==> src/rtl/rrf_pkg.sv <==
package rrf_pkg;
   localparam int ARCH_REGS_DEF = 32;
   localparam int RRF_DEPTH_DEF = 8;
   localparam int DATA_W_DEF    = 32;
   localparam int SRC_PORTS     = 2;

   typedef enum logic [1:0] {
      SRC_FROM_ARCH  = 2'd0,
      SRC_FROM_SLOT  = 2'd1,
      SRC_WAIT_SLOT  = 2'd2
   } src_origin_e;
endpackage

==> src/rtl/rrf_arch_file.sv <==
module rrf_arch_file #(
   parameter int NREG   = 32,
   parameter int DATA_W = 32,
   parameter int IDX_W  = 5,
   parameter int TAG_W  = 3,
   parameter int NRD    = 2
) (
   input  logic                        clk,
   input  logic                        rst_n,
   input  logic [NRD-1:0][IDX_W-1:0]   rd_idx,
   output logic [NRD-1:0][DATA_W-1:0]  rd_data,
   output logic [NRD-1:0]              rd_busy,
   output logic [NRD-1:0][TAG_W-1:0]   rd_tag,
   input  logic                        map_we,
   input  logic [IDX_W-1:0]            map_idx,
   input  logic [TAG_W-1:0]            map_tag,
   input  logic                        ret_we,
   input  logic [IDX_W-1:0]            ret_idx,
   input  logic [TAG_W-1:0]            ret_tag,
   input  logic [DATA_W-1:0]           ret_data,
   input  logic                        flush
);
   logic [DATA_W-1:0] a_data [NREG];
   logic [TAG_W-1:0]  a_tag  [NREG];
   logic [NREG-1:0]   a_busy;

   if (NREG < 2 || (1 << IDX_W) < NREG) begin : g_bad_idx
      $error("rrf_arch_file: IDX_W too narrow for NREG");
   end

   for (genvar i = 0; i < NREG; i++) begin : g_reg
      logic hit_map, hit_ret;
      assign hit_map = map_we && (map_idx == IDX_W'(i));
      assign hit_ret = ret_we && (ret_idx == IDX_W'(i));

      always_ff @(posedge clk) begin
         if (!rst_n) begin
            a_data[i] <= '0;
            a_tag[i]  <= '0;
            a_busy[i] <= 1'b0;
         end else begin
            if (hit_ret) a_data[i] <= ret_data;
            if (flush) begin
               a_busy[i] <= 1'b0;
            end else if (hit_map) begin
               a_busy[i] <= 1'b1;
               a_tag[i]  <= map_tag;
            end else if (hit_ret && (a_tag[i] == ret_tag)) begin
               a_busy[i] <= 1'b0;
            end
         end
      end
   end

   for (genvar p = 0; p < NRD; p++) begin : g_rd
      assign rd_data[p] = a_data[rd_idx[p]];
      assign rd_busy[p] = a_busy[rd_idx[p]];
      assign rd_tag[p]  = a_tag[rd_idx[p]];
   end
endmodule

==> src/rtl/rrf_slot_ring.sv <==
module rrf_slot_ring #(
   parameter int DEPTH  = 8,
   parameter int DATA_W = 32,
   parameter int IDX_W  = 5,
   parameter int TAG_W  = 3,
   parameter int NRD    = 2
) (
   input  logic                        clk,
   input  logic                        rst_n,
   input  logic                        alloc_req,
   input  logic [IDX_W-1:0]            alloc_idx,
   output logic                        alloc_fire,
   output logic [TAG_W-1:0]            alloc_tag,
   output logic                        full,
   input  logic                        wr_en,
   input  logic [TAG_W-1:0]            wr_tag,
   input  logic [DATA_W-1:0]           wr_data,
   input  logic [NRD-1:0][TAG_W-1:0]   rd_tag,
   output logic [NRD-1:0][DATA_W-1:0]  rd_data,
   output logic [NRD-1:0]              rd_done,
   input  logic                        ret_req,
   output logic                        ret_fire,
   output logic [TAG_W-1:0]            ret_tag,
   output logic [IDX_W-1:0]            ret_idx,
   output logic [DATA_W-1:0]           ret_data,
   input  logic                        flush
);
   localparam int CNT_W = $clog2(DEPTH + 1);
   localparam bit POW2  = (DEPTH & (DEPTH - 1)) == 0;

   logic [DATA_W-1:0] s_data [DEPTH];
   logic [IDX_W-1:0]  s_dst  [DEPTH];
   logic [DEPTH-1:0]  s_used;
   logic [DEPTH-1:0]  s_done;
   logic [TAG_W-1:0]  head_q, tail_q, head_nxt, tail_nxt;
   logic [CNT_W-1:0]  cnt_q;

   if (DEPTH < 2 || (1 << TAG_W) < DEPTH) begin : g_bad_depth
      $error("rrf_slot_ring: TAG_W too narrow for DEPTH");
   end

   if (POW2) begin : g_wrap_pow2
      assign head_nxt = head_q + TAG_W'(1);
      assign tail_nxt = tail_q + TAG_W'(1);
   end else begin : g_wrap_cmp
      assign head_nxt = (head_q == TAG_W'(DEPTH - 1)) ? '0 : head_q + TAG_W'(1);
      assign tail_nxt = (tail_q == TAG_W'(DEPTH - 1)) ? '0 : tail_q + TAG_W'(1);
   end

   assign full       = (cnt_q == CNT_W'(DEPTH));
   assign alloc_fire = alloc_req && !full && !flush;
   assign alloc_tag  = head_q;
   assign ret_tag    = tail_q;
   assign ret_idx    = s_dst[tail_q];
   assign ret_data   = s_data[tail_q];
   assign ret_fire   = ret_req && !flush && s_used[tail_q] && s_done[tail_q];

   always_ff @(posedge clk) begin
      if (!rst_n) begin
         head_q <= '0;
         tail_q <= '0;
         cnt_q  <= '0;
      end else if (flush) begin
         head_q <= tail_q;
         cnt_q  <= '0;
      end else begin
         if (alloc_fire) head_q <= head_nxt;
         if (ret_fire)   tail_q <= tail_nxt;
         cnt_q <= cnt_q + CNT_W'(alloc_fire) - CNT_W'(ret_fire);
      end
   end

   for (genvar j = 0; j < DEPTH; j++) begin : g_slot
      logic take, leave, fill;
      assign take  = alloc_fire && (head_q == TAG_W'(j));
      assign leave = ret_fire && (tail_q == TAG_W'(j));
      assign fill  = wr_en && s_used[j] && (wr_tag == TAG_W'(j));

      always_ff @(posedge clk) begin
         if (!rst_n) begin
            s_used[j] <= 1'b0;
            s_done[j] <= 1'b0;
            s_data[j] <= '0;
            s_dst[j]  <= '0;
         end else if (flush) begin
            s_used[j] <= 1'b0;
            s_done[j] <= 1'b0;
         end else begin
            if (fill) begin
               s_done[j] <= 1'b1;
               s_data[j] <= wr_data;
            end
            if (take) begin
               s_used[j] <= 1'b1;
               s_done[j] <= 1'b0;
               s_dst[j]  <= alloc_idx;
            end else if (leave) begin
               s_used[j] <= 1'b0;
               s_done[j] <= 1'b0;
            end
         end
      end
   end

   for (genvar p = 0; p < NRD; p++) begin : g_rd
      assign rd_data[p] = s_data[rd_tag[p]];
      assign rd_done[p] = s_done[rd_tag[p]];
   end
endmodule

==> src/rtl/rrf_rename_unit.sv <==
module rrf_rename_unit #(
   parameter int ARCH_REGS = rrf_pkg::ARCH_REGS_DEF,
   parameter int RRF_DEPTH = rrf_pkg::RRF_DEPTH_DEF,
   parameter int DATA_W    = rrf_pkg::DATA_W_DEF,
   parameter int IDX_W     = $clog2(ARCH_REGS),
   parameter int TAG_W     = $clog2(RRF_DEPTH)
) (
   input  logic              clk,
   input  logic              rst_n,
   input  logic              dsp_valid,
   input  logic [IDX_W-1:0]  dsp_src0,
   input  logic [IDX_W-1:0]  dsp_src1,
   input  logic [IDX_W-1:0]  dsp_dst,
   output logic              dsp_ready,
   output logic [TAG_W-1:0]  dsp_tag,
   output logic              src0_pend,
   output logic [DATA_W-1:0] src0_data,
   output logic [TAG_W-1:0]  src0_tag,
   output logic              src1_pend,
   output logic [DATA_W-1:0] src1_data,
   output logic [TAG_W-1:0]  src1_tag,
   input  logic              res_valid,
   input  logic [TAG_W-1:0]  res_tag,
   input  logic [DATA_W-1:0] res_data,
   input  logic              cmt_en,
   output logic              cmt_fire,
   output logic [TAG_W-1:0]  cmt_tag,
   output logic [IDX_W-1:0]  cmt_reg,
   output logic [DATA_W-1:0] cmt_data,
   input  logic              flush
);
   import rrf_pkg::*;
   localparam int NRD = SRC_PORTS;

   if (DATA_W < 1) begin : g_bad_data
      $error("rrf_rename_unit: DATA_W must be positive");
   end
   if (RRF_DEPTH < 2) begin : g_bad_ring
      $error("rrf_rename_unit: RRF_DEPTH must be at least 2");
   end

   logic [NRD-1:0][IDX_W-1:0]  rd_idx;
   logic [NRD-1:0][DATA_W-1:0] a_rd_data, s_rd_data, op_data;
   logic [NRD-1:0]             a_rd_busy, s_rd_done, op_pend;
   logic [NRD-1:0][TAG_W-1:0]  a_rd_tag, op_tag;
   src_origin_e                op_from [NRD];
   logic                       alloc_fire, ring_full;

   assign rd_idx[0] = dsp_src0;
   assign rd_idx[1] = dsp_src1;

   rrf_arch_file #(
      .NREG(ARCH_REGS), .DATA_W(DATA_W), .IDX_W(IDX_W), .TAG_W(TAG_W), .NRD(NRD)
   ) u_arch (
      .clk(clk), .rst_n(rst_n),
      .rd_idx(rd_idx), .rd_data(a_rd_data), .rd_busy(a_rd_busy), .rd_tag(a_rd_tag),
      .map_we(alloc_fire), .map_idx(dsp_dst), .map_tag(dsp_tag),
      .ret_we(cmt_fire), .ret_idx(cmt_reg), .ret_tag(cmt_tag), .ret_data(cmt_data),
      .flush(flush)
   );

   rrf_slot_ring #(
      .DEPTH(RRF_DEPTH), .DATA_W(DATA_W), .IDX_W(IDX_W), .TAG_W(TAG_W), .NRD(NRD)
   ) u_ring (
      .clk(clk), .rst_n(rst_n),
      .alloc_req(dsp_valid), .alloc_idx(dsp_dst), .alloc_fire(alloc_fire),
      .alloc_tag(dsp_tag), .full(ring_full),
      .wr_en(res_valid), .wr_tag(res_tag), .wr_data(res_data),
      .rd_tag(a_rd_tag), .rd_data(s_rd_data), .rd_done(s_rd_done),
      .ret_req(cmt_en), .ret_fire(cmt_fire), .ret_tag(cmt_tag),
      .ret_idx(cmt_reg), .ret_data(cmt_data),
      .flush(flush)
   );

   assign dsp_ready = !ring_full;

   for (genvar p = 0; p < NRD; p++) begin : g_src
      always_comb begin
         if (!a_rd_busy[p])     op_from[p] = SRC_FROM_ARCH;
         else if (s_rd_done[p]) op_from[p] = SRC_FROM_SLOT;
         else                   op_from[p] = SRC_WAIT_SLOT;
      end

      always_comb begin
         op_pend[p] = 1'b0;
         op_tag[p]  = '0;
         op_data[p] = a_rd_data[p];
         unique case (op_from[p])
            SRC_FROM_SLOT: begin
               op_tag[p]  = a_rd_tag[p];
               op_data[p] = s_rd_data[p];
            end
            SRC_WAIT_SLOT: begin
               op_tag[p]  = a_rd_tag[p];
               op_data[p] = '0;
               op_pend[p] = 1'b1;
            end
            default: ;
         endcase
      end
   end

   assign src0_pend = op_pend[0];
   assign src0_data = op_data[0];
   assign src0_tag  = op_tag[0];
   assign src1_pend = op_pend[1];
   assign src1_data = op_data[1];
   assign src1_tag  = op_tag[1];
endmodule

==> config.mk <==
export PLATFORM = sky130hd
export DESIGN_NAME = rrf_rename_unit
export DESIGN_NICKNAME = d
export VERILOG_FILES = /design/src/rtl/rrf_pkg.sv /design/src/rtl/rrf_arch_file.sv /design/src/rtl/rrf_slot_ring.sv /design/src/rtl/rrf_rename_unit.sv
export SDC_FILE = /design/constraint.sdc
export NUM_CORES = 2
export LEC_CHECK = 0
export BUFFER_PORTS_ARGS = -buffer_cell sky130_fd_sc_hd__clkbuf_2
export CAP_MARGIN = 20
export CORE_ASPECT_RATIO = 0.75
export CORE_UTILIZATION = 66
export CTS_BUF_LIST = sky130_fd_sc_hd__clkbuf_2 sky130_fd_sc_hd__clkbuf_4 sky130_fd_sc_hd__clkbuf_8
export DETAILED_ROUTE_END_ITERATION = 12
export GPL_TIMING_DRIVEN = 1
export HOLD_SLACK_MARGIN = 0.06
export PLACE_DENSITY = 0.83
export SLEW_MARGIN = 40
export SYNTH_ARGS = -nofsm -noshare
export SYNTH_HDL_FRONTEND = slang
export SYNTH_HIERARCHICAL = 1
export SYNTH_SLANG_ARGS = --single-unit
==> constraint.sdc <==
create_clock -name clk -period 8.2 [get_ports clk]
set_input_delay 2.05 -clock clk [delete_from_list [all_inputs] [get_ports clk]]
set_output_delay 2.05 -clock clk [all_outputs]
set_load 0.03 [all_outputs]
**Yosys cells after proc, flatten, opt, wreduce, memory -nomap -nowiden**

Memories as Yosys holds them, arrays and structs flattened. A register that Yosys moved wholly into a read port is not among the register bits.
Index checks and enable logic that the tools add are counted.

- Register bits: 58
- Bits in writable memories: 1416
- Bits of input ports: 56
- Output and inout bits: 117
- Logic and storage cells: 936
- Memories: 4

- $add $sub $neg: 4
- Magnitude comparators: 5
- Eq/ne operators: 120
- Mux-type cells: 477
- Bitwise logic cells: 82
- Reductions and logical operators: 193

Memories:

| name | depth | width | rd ports | clocked after Yosys merged registers in | wr ports | line | RTL |
|---|---|---|---|---|---|---|---|
| u_arch.a_data | 32 | 32 | 2 | 0 | 32 | rrf_arch_file.sv:23 | `logic [DATA_W-1:0] a_data [NREG];` |
| u_ring.s_data | 8 | 32 | 3 | 1 | 8 | rrf_slot_ring.sv:31 | `logic [DATA_W-1:0] s_data [DEPTH];` |
| u_arch.a_tag | 32 | 3 | 34 | 0 | 32 | rrf_arch_file.sv:24 | `logic [TAG_W-1:0] a_tag [NREG];` |
| u_ring.s_dst | 8 | 5 | 1 | 1 | 8 | rrf_slot_ring.sv:32 | `logic [IDX_W-1:0] s_dst [DEPTH];` |

Operators by type and width:

| operator | count |
|---|---|
| $mux W32 | 40 |
| $mux W1 | 377 |
| $eq A5 B5 Y1 const B | 32 |
| $logic_and A1 B1 Y1 | 133 |
| $pmux W32 S2 | 2 |
| $mux W3 | 40 |
| $eq A3 B3 Y1 | 32 |
| $reduce_bool A2 Y1 | 41 |
| $eq A5 B4 Y1 const B | 16 |
| $or A1 B1 Y1 | 80 |
| $eq A5 B3 Y1 const B | 8 |
| $mux W5 | 8 |
| $eq A3 B3 Y1 const B | 12 |
| $reduce_or A4 Y1 | 8 |
| $eq A5 B2 Y1 const B | 4 |
| $eq A3 B2 Y1 const B | 6 |
| $bmux W1 S3 | 4 |
| $lt A3 B4 Y1 const B | 3 |
| $lt A5 B6 Y1 const B | 2 |
| $bmux W1 S5 | 2 |
| $eq A5 B1 Y1 const B | 2 |
| $logic_not A5 Y1 | 2 |
| $eq A3 B1 Y1 const B | 3 |
| $logic_not A3 Y1 | 3 |
| 11 further kinds | 21 |

**Depth between registers and ports, before layout**

- Depth after elaboration: 10
- Mapped depth: 16
- Mapped depth without buffers: 10

**Hierarchy**

The synthesis kept the hierarchy.

By module, submodules not included:

| module | instances | cells each | area each (µm²) | seq. area each (µm²) |
|---|---|---|---|---|
| rrf_arch_file | 1 | 5502 | 64545.7 | 34272.9 |
| rrf_slot_ring | 1 | 1204 | 18784.3 | 9469.1 |
| rrf_rename_unit | 1 | 91 | 765.7 | 0.0 |

**Worst setup path after synthesis**

Ideal clock, no wire load.

- Path kind: input -> output
- Start: input port dsp_src0[1]
- End: output port src0_data[10]
- Data arrival time: 5.063 ns
- Data required time: 6.150 ns
- Path slack: 1.087 ns
- Cell stages on the path: 16
- Buffers on the path: 7
- Path through: buf_4 -> buf_6 -> buf_4 -> mux2i_1 -> a22o_1 -> nor3_1 -> a31oi_1 -> nand3_1 -> buf_2 -> buf_4 -> mux4_2 -> mux2_2 -> and2_4 -> buf_6 -> buf_8 -> a22o_1

RTL lines:

| item | line | RTL |
|---|---|---|
| from (decl) | rrf_rename_unit.sv:11 | `input logic [IDX_W-1:0] dsp_src0,` |
| to (decl) | rrf_rename_unit.sv:17 | `output logic [DATA_W-1:0] src0_data,` |

==> impl_metrics.toml <==
[critical_path]
reg2reg_slack_ps = 3600
startpoint_type = "primary input"
r2r-start = "u_ring/ret_tag[0]"
r2r-end = "u_arch/a_data[0][20]"
crit_fanout = 65
path_cells = "clkbuf_2 -> nor2_4 -> a22o_1 -> nor3_1 -> a31oi_1 -> nand3_4 -> buf_12 -> mux4_2 -> mux2_2 -> a22o_1 -> clkbuf_2"
crit_buf_inv = 3
cp_slowest_cell = "nor2_4"
worstRegToRegCells = 8
cp_data_arrival_time_ps = 5550
worst-setup-path-type = "primary input to output pin"
cp.required_ps = 6150
critPathMaxStageDelay_ps = 610
cp-end-kind = "output pin"
path_delay_family = "compound AO/OA/AOI/OAI gates"

[timing]
finalHoldViolations = 0
post-route-min-period_ps = 7601
tightest_slew_ps = 920.9
finalSetupViolCount = 0
max_slew_margin = 0.3843
layout_setup_ws_ps = 599.1
period_share = 0.9269
setup_tns_ps = 0
slew_violations = 0
rsz0062_at_grt = "false"
fin_skew_ps = 42.39
fmax_mhz = 131.6

[die]
start_util = 0.6646
die_y_um = 311.1
pin_count = 173
num_rows = 113
core-area_um2 = 126500
die_area_um2 = 128900
fp.dieW_um = 414.2

[global_routing]
grt_pass1_wl_um = 392300
grt_pass1_vias = 60587
antenna_found_initial = 11
overflow = 0
track_usage = 0.4135
grt_max_degree = 129

[place]
io_buffers = 172
place_ws_ps = 727.8
gp_congestion = 0.9933
dp_hpwl_um = 158900

[min_path]
hold_depth = 2
min_to = "u_arch/a_busy[20]"
min-delay-path-class = "flip-flop to flip-flop"
worstHoldStart = "u_arch/a_busy[20]"

[logic_synthesis]
synth_area_um2 = 84100
postSynthCellCount = 6797
synth_fp_nets = 6871
synth_area_per_cell_um2 = 12.37
ys_types = 55
yosys_register_bits = 1477
synth-seq-area-share = 0.5201
yosysWarnings = 6

[outcome]
status = "complete, no violations"

[final_layout]
layout_common_cells = "1416 x edfxtp_1, 1258 x and2_1, 1155 x mux2i_1, 258 x nand2_1, 258 x nand3_1"
drive_above_1_share = 0.1574
fillers = 8156
syn_to_final_growth_pct = 7.671
nets = 6792
final_common_cell = "edfxtp_1"

[clock_network]
post_cts_buffers = 0
cts_tree = "done"
holdBufCountCts = 0
cts-root-buf = "clkbuf_8"
htree_levels = 4
cts_resized = 0
clkLatencyLatePin_ps = 960
clockBufferDepth = 3
clk_pin_slew_worst_paths_ps = 80
clock_sinks = 1477
cts_inserted_buffers = 221

[drt]
finalWirelength_um = 272100
drc = 0
via_per_inst = 7.232
antenna_left = 0
dr.pass1.iters = 7
drt-initial-drc-count = 10114
wire_per_inst_um = 31.78
num_vias = 61931

[flow_run]
cap_violations = 0

[pwr]
p_per_area_nw_per_um2 = 188.2
p_leak_nw = 35.85
peakVddDrop_mv = 0.2114
power_mw = 17.04
## cells by family (layout without fill, tap and decap cells)
logic type,count (synthesis),in the layout,synth area share
buf+inv,662,752,0.03824
fa+ha+maj,18,18,0.002767
xor+xnor,99,99,0.01031
flops,1477,1477,0.5201
mux,1466,1466,0.2070
compound gates,890,890,0.07290
other cells,0,9,0
simple gates,2185,2185,0.1487
## worst max path at each step
stage	endpoint	cells after the start	slack [ps]	from
after floorplan	src0_data[10]	16	1090	dsp_src0[1]
after global placement	src1_data[20]	11	700	dsp_src1[0]
after detailed placement	src1_data[20]	11	730	dsp_src1[0]
after CTS	src1_data[20]	11	690	dsp_src1[0]
after global routing	src0_data[4]	10	530	dsp_src0[1]
final	src1_data[24]	11	600	dsp_src1[0]
## report_power, final
part,internal [mW],switching [mW],leakage (nW)
registers,8.49,0.166,15.1
clock network,3.04,2.96,2.23
logic,0.836,1.55,18.5
## stage by stage
| step | util | cell area, um^2 | hold WS, ps | std cells |
|---|---|---|---|---|
| 6_report | 0.7156 | 90550 | 521.3 | 8563 |
| 4_1_cts | 0.7148 | 90450 | 520.9 | 8552 |
| 2_1_floorplan | - | 84100 | 478.0 | 6797 |
| 3_3_place_gp | 0.6801 | 86070 | 496.2 | 8154 |
| 3_5_place_dp | 0.6812 | 86200 | 506.5 | 8160 |
| 5_1_grt | 0.7154 | 90530 | 556.9 | 8556 |
## synthesized netlist by cell type (all sizes together)
cell type | instances | area, um^2
dfxtp | 61 | 1221
xor2 | 1 | 8.760
nand4 | 4 | 25.02
nor2 | 54 | 207.7
a221oi | 5 | 75.07
o21a | 1 | 7.510
nor2b | 19 | 118.9
a21oi | 226 | 1131
edfxtp | 1416 | 42520
fa | 1 | 20.02
a22o | 208 | 1822
nor4 | 4 | 25.02
o211a | 1 | 10.01
o21ai | 109 | 545.5
nand2b | 15 | 93.84
a311oi | 3 | 38.79
a31o | 5 | 43.80
nand3b | 2 | 15.01
a22oi | 216 | 1622
xnor2 | 98 | 858.3
mux2i | 1155 | 11560
or3b | 2 | 17.52
a21o | 4 | 30.03
nand3 | 264 | 1321
buf | 254 | 1654
o2bb2ai | 1 | 27.53
mux4 | 208 | 4684
and3 | 211 | 1320
nand2 | 260 | 975.9
a211oi | 4 | 30.03
mux2 | 103 | 1160
and2 | 1265 | 7921
a31oi | 76 | 475.5
ha | 17 | 212.7
or2 | 3 | 18.77
and4 | 3 | 26.28
o311ai | 30 | 262.8
a311o | 1 | 10.01
nor3 | 79 | 415.4
clkbuf | 391 | 1498
inv | 17 | 63.81
## tightest hold or removal path: cells and delay by family (launching register included)
kind,cells,cell delay [ps]
AOI/OAI and AO/OA,2,150
DFF,1,330
## area by class of cell
class,instances,area (um^2),area share
tap,1667,2086,0.02304
sequential,1477,43760,0.4833
timing repair buffer,343,2613,0.02885
inverter,17,63.81,0.0007047
clock inverter,107,683.2,0.007545
clock buffer,285,3560,0.03931
antenna,9,22.52,0.0002487
multi-input combinational,4658,37760,0.4170
## routing by layer
| metal | up-vias | wire (um) | global-route usage |
|---|---|---|---|
| met5 | - | 139 | 0.006632 |
| met4 | 4 | 19310 | 0.2724 |
| met3 | 1139 | 40450 | 0.1131 |
| met2 | 5639 | 117100 | 0.5975 |
| met1 | 29870 | 95140 | 0.5512 |
| li1 | 25279 | - | - |
## flip-flops by register name, summed over array words and instances, names as in the netlist, named ones only
name              cells
u_ring/s_done         8
u_arch/a_data      1024
u_arch/a_busy        32
u_ring/s_data       256
u_ring/s_dst         40
u_arch/a_tag         96
u_ring/ret_tag        3
u_ring/alloc_tag      3
u_ring/s_used         8
u_ring/cnt_q          4
Note: power is estimated with default switching activity, not from simulation.
